[src/rtl/agu_pkg.sv]
package agu_pkg;

    typedef enum logic [1:0] {
        ST_IDLE     = 2'd0,
        ST_WAIT_OFS = 2'd1,
        ST_EMIT     = 2'd2
    } agu_state_t;

    typedef enum logic [2:0] {
        AM_IMM  = 3'd0,
        AM_REG  = 3'd1,
        AM_IND  = 3'd2,
        AM_INC  = 3'd3,
        AM_IDX  = 3'd4,
        AM_SYM  = 3'd5,
        AM_RSV6 = 3'd6,
        AM_RSV7 = 3'd7
    } agu_mode_t;

    // Modes whose offset may come from a following word
    function automatic logic can_take_word(input agu_mode_t m);
        return (m == AM_IMM) || (m == AM_IDX) || (m == AM_SYM);
    endfunction

endpackage

[src/rtl/agu_seq.sv]
module agu_seq
    import agu_pkg::*;
(
    input  logic clk,
    input  logic rst_n,
    input  logic req_valid,
    input  logic req_needs_word,
    input  logic ext_valid,
    output logic accept,
    output logic ofs_load,
    output logic emit,
    output logic busy
);

    agu_state_t state_q;
    agu_state_t state_d;

    // State register
    always_ff @(posedge clk or negedge rst_n) begin
        if (!rst_n) begin
            state_q <= ST_IDLE;
        end else begin
            state_q <= state_d;
        end
    end

    // Next-state logic
    always_comb begin
        state_d = state_q;
        unique case (state_q)
            ST_IDLE: begin
                if (req_valid) begin
                    state_d = req_needs_word ? ST_WAIT_OFS : ST_EMIT;
                end
            end
            ST_WAIT_OFS: begin
                if (ext_valid) begin
                    state_d = ST_EMIT;
                end
            end
            ST_EMIT: begin
                state_d = ST_IDLE;
            end
            default: begin
                state_d = ST_IDLE;
            end
        endcase
    end

    // Output logic
    always_comb begin
        accept   = 1'b0;
        ofs_load = 1'b0;
        emit     = 1'b0;
        busy     = 1'b0;
        unique case (state_q)
            ST_IDLE: begin
                accept = req_valid;
            end
            ST_WAIT_OFS: begin
                busy     = 1'b1;
                ofs_load = ext_valid;
            end
            ST_EMIT: begin
                busy = 1'b1;
                emit = 1'b1;
            end
            default: begin
                busy = 1'b0;
            end
        endcase
    end

    AST_EMIT_SINGLE: assert property (@(posedge clk) disable iff (!rst_n)
        emit |=> !emit);

    AST_WAIT_HOLDS: assert property (@(posedge clk) disable iff (!rst_n)
        (state_q == ST_WAIT_OFS && !ext_valid) |=> (state_q == ST_WAIT_OFS));

    AST_WORD_RELEASES: assert property (@(posedge clk) disable iff (!rst_n)
        (state_q == ST_WAIT_OFS && ext_valid) |=> emit);

    AST_BUSY_BLOCKS: assert property (@(posedge clk) disable iff (!rst_n)
        busy |-> !accept);

endmodule

[src/rtl/agu_latch.sv]
module agu_latch
    import agu_pkg::*;
#(
    parameter int AW = 16,
    parameter int PW = 8
) (
    input  logic          clk,
    input  logic          rst_n,
    input  logic          accept,
    input  logic          ofs_load,
    input  agu_mode_t     mode_in,
    input  logic [AW-1:0] reg_in,
    input  logic [AW-1:0] pc_in,
    input  logic [PW-1:0] payload_in,
    input  logic [AW-1:0] word_in,
    output agu_mode_t     mode_q,
    output logic [AW-1:0] reg_q,
    output logic [AW-1:0] pc_q,
    output logic [AW-1:0] ofs_q
);

    localparam int EXT_W = AW - PW;

    logic [AW-1:0] pay_sext;
    logic [AW-1:0] pay_zext;
    logic [AW-1:0] pay_ofs;

    generate
        if (EXT_W > 0) begin : g_widen
            assign pay_sext = {{EXT_W{payload_in[PW-1]}}, payload_in};
            assign pay_zext = {{EXT_W{1'b0}}, payload_in};
        end else begin : g_trunc
            assign pay_sext = payload_in[AW-1:0];
            assign pay_zext = payload_in[AW-1:0];
        end
    endgenerate

    // Immediate constants are unsigned; displacements are signed
    assign pay_ofs = (mode_in == AM_IMM) ? pay_zext : pay_sext;

    always_ff @(posedge clk or negedge rst_n) begin
        if (!rst_n) begin
            mode_q <= AM_IMM;
            reg_q  <= '0;
            pc_q   <= '0;
            ofs_q  <= '0;
        end else if (accept) begin
            mode_q <= mode_in;
            reg_q  <= reg_in;
            pc_q   <= pc_in;
            ofs_q  <= pay_ofs;
        end else if (ofs_load) begin
            ofs_q  <= word_in;
        end
    end

endmodule

[src/rtl/agu_calc.sv]
module agu_calc
    import agu_pkg::*;
#(
    parameter int AW = 16
) (
    input  logic          emit,
    input  agu_mode_t     mode_q,
    input  logic [AW-1:0] reg_q,
    input  logic [AW-1:0] pc_q,
    input  logic [AW-1:0] ofs_q,
    output logic [AW-1:0] eff_addr,
    output logic [AW-1:0] imm_val,
    output logic          mem_access,
    output logic          wb_en,
    output logic [AW-1:0] wb_val
);

    localparam logic [AW-1:0] ONE = {{(AW-1){1'b0}}, 1'b1};

    logic [AW-1:0] base;
    logic [AW-1:0] sum;

    // One shared adder; the base is selected by mode, the sum wraps
    assign base = (mode_q == AM_SYM) ? pc_q : reg_q;
    assign sum  = base + ofs_q;

    always_comb begin
        eff_addr   = '0;
        imm_val    = '0;
        mem_access = 1'b0;
        wb_en      = 1'b0;
        wb_val     = '0;
        if (emit) begin
            unique case (mode_q)
                AM_IMM: imm_val = ofs_q;
                AM_REG: imm_val = reg_q;
                AM_IND: begin
                    eff_addr   = reg_q;
                    mem_access = 1'b1;
                end
                AM_INC: begin
                    eff_addr   = reg_q;
                    mem_access = 1'b1;
                    wb_en      = 1'b1;
                    wb_val     = reg_q + ONE;
                end
                AM_IDX, AM_SYM: begin
                    eff_addr   = sum;
                    mem_access = 1'b1;
                end
                AM_RSV6, AM_RSV7: begin
                    eff_addr = '0;
                end
                default: begin
                    eff_addr = '0;
                end
            endcase
        end
    end

endmodule

[src/rtl/agu_operand_unit.sv]
module agu_operand_unit
    import agu_pkg::*;
#(
    parameter int AW = 16,
    parameter int PW = 8
) (
    input  logic          clk,
    input  logic          rst_n,
    input  logic          req_valid,
    input  logic [2:0]    req_mode,
    input  logic          req_long,
    input  logic [AW-1:0] reg_val,
    input  logic [AW-1:0] pc_val,
    input  logic [PW-1:0] payload,
    input  logic          ext_valid,
    input  logic [AW-1:0] ext_word,
    output logic          busy,
    output logic          out_valid,
    output logic [AW-1:0] eff_addr,
    output logic [AW-1:0] imm_val,
    output logic          mem_access,
    output logic          wb_en,
    output logic [AW-1:0] wb_val
);

    localparam logic [AW-1:0] ONE = {{(AW-1){1'b0}}, 1'b1};

    agu_mode_t     mode_in;
    agu_mode_t     mode_q;
    logic          needs_word;
    logic          accept;
    logic          ofs_load;
    logic          emit;
    logic [AW-1:0] reg_q;
    logic [AW-1:0] pc_q;
    logic [AW-1:0] ofs_q;

    assign mode_in    = agu_mode_t'(req_mode);
    assign needs_word = req_long && can_take_word(mode_in);

    agu_seq u_seq (
        .clk            (clk),
        .rst_n          (rst_n),
        .req_valid      (req_valid),
        .req_needs_word (needs_word),
        .ext_valid      (ext_valid),
        .accept         (accept),
        .ofs_load       (ofs_load),
        .emit           (emit),
        .busy           (busy)
    );

    agu_latch #(.AW(AW), .PW(PW)) u_latch (
        .clk        (clk),
        .rst_n      (rst_n),
        .accept     (accept),
        .ofs_load   (ofs_load),
        .mode_in    (mode_in),
        .reg_in     (reg_val),
        .pc_in      (pc_val),
        .payload_in (payload),
        .word_in    (ext_word),
        .mode_q     (mode_q),
        .reg_q      (reg_q),
        .pc_q       (pc_q),
        .ofs_q      (ofs_q)
    );

    agu_calc #(.AW(AW)) u_calc (
        .emit       (emit),
        .mode_q     (mode_q),
        .reg_q      (reg_q),
        .pc_q       (pc_q),
        .ofs_q      (ofs_q),
        .eff_addr   (eff_addr),
        .imm_val    (imm_val),
        .mem_access (mem_access),
        .wb_en      (wb_en),
        .wb_val     (wb_val)
    );

    assign out_valid = emit;

    AST_VALID_IS_BUSY: assert property (@(posedge clk) disable iff (!rst_n)
        out_valid |-> busy);

    AST_QUIET_OUTPUTS: assert property (@(posedge clk) disable iff (!rst_n)
        !out_valid |-> (eff_addr == '0 && imm_val == '0 && wb_val == '0 && !mem_access && !wb_en));

    AST_WB_PLUS_ONE: assert property (@(posedge clk) disable iff (!rst_n)
        wb_en |-> (wb_val == eff_addr + ONE));

    AST_WB_WITH_MEM: assert property (@(posedge clk) disable iff (!rst_n)
        wb_en |-> (mem_access && out_valid));

    AST_SHORT_EMITS: assert property (@(posedge clk) disable iff (!rst_n)
        (!busy && req_valid && !needs_word) |=> out_valid);

    AST_NO_MEM_ON_IMM: assert property (@(posedge clk) disable iff (!rst_n)
        (imm_val != '0) |-> !mem_access);

endmodule

[config.mk]
export PLATFORM = sky130hd
export DESIGN_NAME = agu_operand_unit
export DESIGN_NICKNAME = d
export VERILOG_FILES = /design/src/rtl/agu_pkg.sv /design/src/rtl/agu_seq.sv /design/src/rtl/agu_latch.sv /design/src/rtl/agu_calc.sv /design/src/rtl/agu_operand_unit.sv
export SDC_FILE = /design/constraint.sdc
export NUM_CORES = 1
export LEC_CHECK = 0
export BUFFER_PORTS_ARGS = -buffer_cell sky130_fd_sc_hd__buf_2
export CAP_MARGIN = 20
export CORE_MARGIN = 4
export CORE_UTILIZATION = 48
export DETAILED_ROUTE_END_ITERATION = 8
export PLACE_DENSITY_LB_ADDON = 0.15
export SYNTH_ARGS = -nofsm -noshare
export SYNTH_HDL_FRONTEND = slang
export SYNTH_SLANG_ARGS = --single-unit
export TNS_END_PERCENT = 20
[constraint.sdc]
create_clock -name clk -period 3.8 [get_ports clk]
set_input_delay 1.14 -clock clk [delete_from_list [all_inputs] [get_ports clk]]
set_output_delay 1.14 -clock clk [all_outputs]
set_load 0.03 [all_outputs]
==> results of run 1 <==
## cell usage in the layout, fill, tap and decap left out, drive strengths merged, types with 12 or more instances in the layout
cell / Yosys / final
inv: 14 / 15
dfrtp: 53 / 53
xnor2: 13 / 13
nor2: 56 / 56
xor2: 12 / 12
buf: 11 / 162
ha: 25 / 25
nand2: 33 / 33
o21ai: 22 / 22
a21oi: 31 / 31
mux2: 48 / 48
a22oi: 23 / 23
## flip-flops by register name (all words and copies together), names as in the netlist
name,flops
u_latch.mode_q,3
u_latch.ofs_q,16
u_latch.pc_q,16
u_latch.reg_q,16
u_seq.state_q,2
## logic make-up (layout without fill, tap and decap cells)
| family | after synthesis | in the layout | share of synthesized area (%) |
|---|---|---|---|
| buffers and inverters | 38 | 184 | 4.38 |
| multiplexers | 56 | 56 | 15.9 |
| AND/OR/NAND/NOR | 127 | 127 | 14.9 |
| adder cells (fa/ha/maj) | 26 | 26 | 8.50 |
| XOR/XNOR | 25 | 25 | 5.59 |
| flip-flops | 53 | 53 | 33.9 |
| AO/OA/AOI/OAI | 100 | 100 | 16.9 |
## through the flow
step / setup WS, ns / instances
6_report: -0.217 / 673
3_3_place_gp: -0.0152 / 656
5_1_grt: -0.314 / 673
4_1_cts: -0.178 / 672
3_5_place_dp: -0.00152 / 656
2_1_floorplan: 0.0308 / 425
## Yosys cell counts (all sizes together) (11+ instances only)
library cell	number	area (um^2)
o21ai	22	118
nor2	56	210
a21oi	31	170
buf	11	67.6
xnor2	13	114
dfrtp	53	1330
nand2	33	124
clkbuf	13	51.3
inv	14	52.6
ha	25	313
a22oi	23	173
xor2	12	105
mux2	48	541
## where the power goes
part	total, mW	internal, mW	switching [mW]
Clock	0.335	0.131	0.204
Sequential	1.12	0.844	0.280
Combinational	4.38	2.09	2.29
## worst max-delay path by stage
stage,endpoint,slack [ns],cells past startpoint
2_1_floorplan,eff_addr[13],0.03,10
3_3_place_gp,eff_addr[12],-0.02,12
3_5_place_dp,eff_addr[12],-0.002,12
4_1_cts,eff_addr[14],-0.18,13
5_1_grt,eff_addr[9],-0.31,12
6_report,eff_addr[15],-0.22,12
## layer usage
layer / vias up / track usage (%) / routed length [um]
li1: 1807 / - / -
met3: 5 / 3.71 / 757
met2: 127 / 37.5 / 5170
met5: - / 0 / 0
met4: 0 / 3.68 / 70
met1: 1774 / 34.3 / 5350
## worst max-delay path, stage by stage, from the launching register on
cell,delay (ns)
dfrtp_1,0.40
inv_2,0.08
nand3_4,0.14
buf_12,0.18
mux2_2,0.29
ha_4,0.25
a21oi_4,0.17
o21ai_2,0.08
a221o_1,0.33
a31oi_2,0.18
xnor2_1,0.10
a22o_1,0.22
buf_6,0.14
## area by class of cell
cell class                 instances  area [um^2]  area share, %
clock buffer                       5         68.8           1.30
multi-input combinational        334         2690           50.9
inverter                          14         52.6          0.994
sequential                        53         1330           25.1
tap                              102          128           2.41
timing repair buffer             162          997           18.9
clock inverter                     3         21.3          0.402
## repair_timing
| item | in CTS | in global routing |
|---|---|---|
| endpoints found under the hold margin | 0 | 0 |
| setup buffers | 8 | 1 |
| cloned | 0 | 0 |
| endpoints found under the setup margin | 11 | 12 |
| pin swaps | 16 | 5 |
| gates resized for setup | 57 | 11 |
==> run_results.csv, run 1 <==
group,metric,value,unit
status,run_status,"complete, but fails checks",
status,failed_checks,"setup timing",
floorplan,core_area,7810,um^2
global_routing,grt_max_degree,54,
floorplan,dieArea,9660,um^2
route,vias,3713,
global_routing,grt_pass1_wl,18.4,mm
global_routing,grt_pass1_vias,3681,
logic_synthesis,synth.net_count,515,
route,via_per_inst,5.52,
pwr,p_leak,2.42,nW
cts,root_buffer,"clkbuf_8",
global_routing,grt_remaining_overflow,0,
cts,cts_sinks,53,
logic_synthesis,ys_seq_elements,53,
critical_path,ff2ff_path_depth,5,
route,drt_iter0_drc,190,
global_routing,track_usage,23.5,%
timing,fmax,0.249,GHz
cts,cts_tree,"yes",
cts,worstSkewPairLatency,0.31,ns
final_layout,n_fill_cell,637,
logic_synthesis,syn_area_per_cell,9.21,um^2
critical_path,cp-start-kind,"flop",
timing,tns,-1.61,ns
final_layout,drive_above_1_share,46.1,%
timing,finalClockSkew,0.00695,ns
cts,path_clk_slew,0.10,ns
logic_synthesis,ys_async_sr_fraction,100,%
critical_path,crit_type,"reg -> out",
timing,finalCritPeriodShare,106,%
pwr,p_total,5.84,mW
final_layout,final_util,67.7,%
critical_path,required,2.66,ns
timing,finalCriticalPeriod,4.02,ns
floorplan,initial_core_util,50.1,%
route,postRouteAntennaNets,0,
critical_path,cp-startpoint,"u_latch.mode_q[1]",
min_path,hold_path.class,"reg -> reg",
route,drt-total-wl,11.3,mm
pwr,p_per_area,1100,nW/um^2
floorplan,dieHeight,98.3,um
cts,cts_made_buffers,5,
pwr,peakVddDrop,0.397,mV
route,wl_per_cell,16.9,um
final_layout,fin_area,5290,um^2
final_layout,finalNetCount,660,
logic_synthesis,syn-cell-area,3910,um^2
min_path,min_to,"u_latch.pc_q[14]",
logic_synthesis,synth_seq_area_share,33.9,%
route,first_pass_iters,4,
logic_synthesis,synth_cell_type_count,50,
timing,hold_viol_final,0,
place,dpl_cell_area,4800,um^2
timing,rsz0062_at_grt,"yes",
floorplan,rows,32,
cts,cts_max_level,2,
timing,worst_slew_pin_slew,0.887,ns
critical_path,rr_endpoint,"u_latch.ofs_q[3]",
place,gp_congestion,0.893,
final_layout,syn_to_final_growth,35.1,%
floorplan,die_x,98.3,um
logic_synthesis,yosys_most_used_dff,"dfrtp_1",
critical_path,cp.arrival,2.88,ns
place,io_buffers,115,
min_path,hold_start,"u_latch.pc_q[14]",
global_routing,antenna_found_initial,0,
timing,report.final.slew_viol_count,0,
route,drc_errors,0,
critical_path,critPathCaptureType,"output port",
timing,setup_ws,-0.217,ns
logic_synthesis,yosys_warnings,0,
timing,setup_violations,10,
timing,relSlewSlack,40.9,%
logic_synthesis,syn-instance-count,425,
cts,clock_path_buffers,2,
final_layout,diodes,0,
logic_synthesis,synth-edff-count,0,
floorplan,io_pins,116,
min_path,hold_depth,1,
place,place.detailed.hpwl,8.81,mm
timing,holdWs,0.514,ns
critical_path,r2r_start,"u_seq.state_q[0]",
run,maxCapViolations,0,
critical_path,path_max_fanout,8,
cts,hold_buffers,0,
critical_path,reg2reg_slack,1.58,ns
Power figures use the tool's default switching activity.
==> run 2: changes to the inputs <==
Settings changed: REMOVE_ABC_BUFFERS set to 1, SETUP_SLACK_MARGIN set to 0.2.
==> run 2 against run 1 <==
Compared with the run above:
- the run still ends with setup timing left
- clock skew up 0.0076 ns
- critical path type unchanged
- critical path depth unchanged
- global-route usage up 1.1 points
- die area unchanged
- final cell count up 0.89%
- total power up 3.7%
- routed wire length up 4.1%
- largest cell class unchanged
- largest power group unchanged
- critical endpoint is now eff_addr[14]
- flip-flop and latch count unchanged
- sequential power about the same
- combinational power up 2%
- fmax down 2.1%
==> run_results.csv, run 2 (synthesized netlist as in run 1, its figures left out) <==
group,metric,value,unit
final_layout,drive_above_1_share,46.3,%
critical_path,rr_endpoint,"u_latch.ofs_q[5]",
timing,rsz0062_at_grt,"yes",
critical_path,cp-start-kind,"flop",
critical_path,ff2ff_path_depth,6,
cts,clock_path_buffers,2,
cts,cts_max_level,2,
status,failed_checks,"setup timing",
floorplan,io_pins,116,
final_layout,n_fill_cell,641,
pwr,p_total,6.06,mW
global_routing,grt_remaining_overflow,0,
cts,path_clk_slew,0.10,ns
timing,finalCriticalPeriod,4.10,ns
global_routing,grt_pass1_wl,19.2,mm
route,postRouteAntennaNets,0,
route,drt-total-wl,11.8,mm
floorplan,dieHeight,98.3,um
run,maxCapViolations,0,
final_layout,fin_area,5340,um^2
timing,worst_slew_pin_slew,0.911,ns
final_layout,most-common-layout-cells,"buf_2, buf_4, nor2_1, dfrtp_1, mux2_2",
timing,hold_viol_final,0,
critical_path,required,2.66,ns
min_path,hold_depth,1,
global_routing,grt_use_met1,35.0,%
cts,hold_buffers,0,
final_layout,finalNetCount,666,
min_path,min_to,"u_latch.pc_q[4]",
floorplan,core_area,7810,um^2
min_path,hold_start,"u_latch.pc_q[4]",
timing,finalCritPeriodShare,108,%
critical_path,cp.arrival,2.96,ns
route,vias,3824,
final_layout,diodes,0,
final_layout,syn_to_final_growth,36.5,%
timing,setup_ws,-0.304,ns
timing,finalClockSkew,0.0146,ns
pwr,p_per_area,1130,nW/um^2
place,gp_congestion,0.948,
timing,fmax,0.244,GHz
place,io_buffers,115,
floorplan,dieArea,9660,um^2
route,drc_errors,0,
global_routing,antenna_found_initial,0,
route,drt_iter0_drc,227,
critical_path,critPathCaptureType,"output port",
route,first_pass_iters,4,
timing,setup_violations,11,
pwr,peakVddDrop,0.471,mV
pwr,p_leak,2.48,nW
floorplan,die_x,98.3,um
min_path,hold_path.class,"reg -> reg",
cts,root_buffer,"clkbuf_8",
global_routing,track_usage,24.6,%
critical_path,path_max_fanout,5,
cts,cts_tree,"yes",
status,run_status,"complete, but fails checks",
timing,relSlewSlack,39.3,%
floorplan,rows,32,
global_routing,met3_usage,5.00,%
floorplan,initial_core_util,50.1,%
critical_path,reg2reg_slack,1.60,ns
global_routing,busiest_layer,"met2",
route,via_per_inst,5.63,
cts,worstSkewPairLatency,0.31,ns
global_routing,grt_max_degree,42,
route,wl_per_cell,17.4,um
cts,cts_sinks,53,
final_layout,final_common_cell,"buf_2",
critical_path,crit_type,"reg -> out",
critical_path,r2r_start,"u_seq.state_q[0]",
timing,holdWs,0.523,ns
cts,cts_made_buffers,5,
place,dpl_cell_area,4840,um^2
global_routing,grtUsageMet2,38.6,%
global_routing,grt_pass1_vias,3848,
final_layout,reg_top3,"u_latch.ofs_q (16), u_latch.pc_q (16), u_latch.reg_q (16)",
timing,report.final.slew_viol_count,0,
place,place.detailed.hpwl,8.79,mm
-- run 2: cell count changes in the layout (fill, tap and decap cells not counted), moves of 2 or more --
cell       change
mux2_2         -2
mux2_4         +2
ha_1           +2
bufinv_16      +2
ha_4           -2
buf_4         +11
buf_2          -2
buf_6          -3
-- run 2: what timing repair did --
action | in CTS | in global routing
hold endpoints to repair | 0 | 0
resized for setup | 54 | 14
setup endpoints to repair | 15 | 15
buffers inserted | 7 | 1
cloned | 0 | 0
pin swaps | 12 | 5
-- run 2: layout make-up --
class / count / area, um^2 / area share, %
multi-input combinational: 334 / 2680 / 50.1
sequential: 53 / 1330 / 24.8
timing repair buffer: 168 / 1020 / 19.2
tap: 102 / 128 / 2.39
clock buffer: 5 / 68.8 / 1.29
clock inverter: 3 / 65.1 / 1.22
inverter: 14 / 52.6 / 0.984
-- run 2: power breakdown --
group / total [mW] / internal, mW / switching (mW)
clock: 0.461 / 0.262 / 0.199
sequential: 1.14 / 0.844 / 0.299
combinational: 4.45 / 2.15 / 2.30
-- run 2: per-layer routing --
layer,routed length [um],up-vias,part of all wire (%)
li1,-,1819,-
met1,5230,1820,44
met2,5420,169,46
met3,1020,16,8.6
met4,148,0,1.3
met5,0,-,0
-- run 2: worst max-delay path, stage by stage, from the launching register on --
cell,delay (ns)
dfrtp_1,0.41
inv_2,0.08
nand3_4,0.13
buf_4,0.18
mux2_2,0.28
ha_1,0.30
a21oi_2,0.17
o21ai_2,0.10
a221oi_2,0.34
o31ai_2,0.14
xor2_1,0.16
a22o_1,0.23
buf_6,0.14
-- run 2: worst max path at each step --
stage,endpoint,startpoint,slack [ns],cells past startpoint
6_report,eff_addr[14],u_latch.mode_q[1],-0.30,12
5_1_grt,eff_addr[14],u_latch.mode_q[1],-0.40,13
4_1_cts,eff_addr[9],u_latch.mode_q[2],-0.19,11
3_5_place_dp,eff_addr[14],u_latch.mode_q[1],-0.12,12
3_3_place_gp,eff_addr[14],u_latch.mode_q[1],-0.12,12
2_1_floorplan,eff_addr[14],u_latch.mode_q[1],-0.14,12
-- run 2: stage by stage --
step	utilization [%]	std cells	setup slack [ns]	TNS [ns]
floorplan	-	401	-0.135	-0.318
global placement	62.0	663	-0.122	-0.304
detailed placement	62.0	663	-0.116	-0.452
CTS	67.6	678	-0.194	-1.68
global route	68.4	679	-0.402	-3.47
finish	68.4	679	-0.304	-2.01
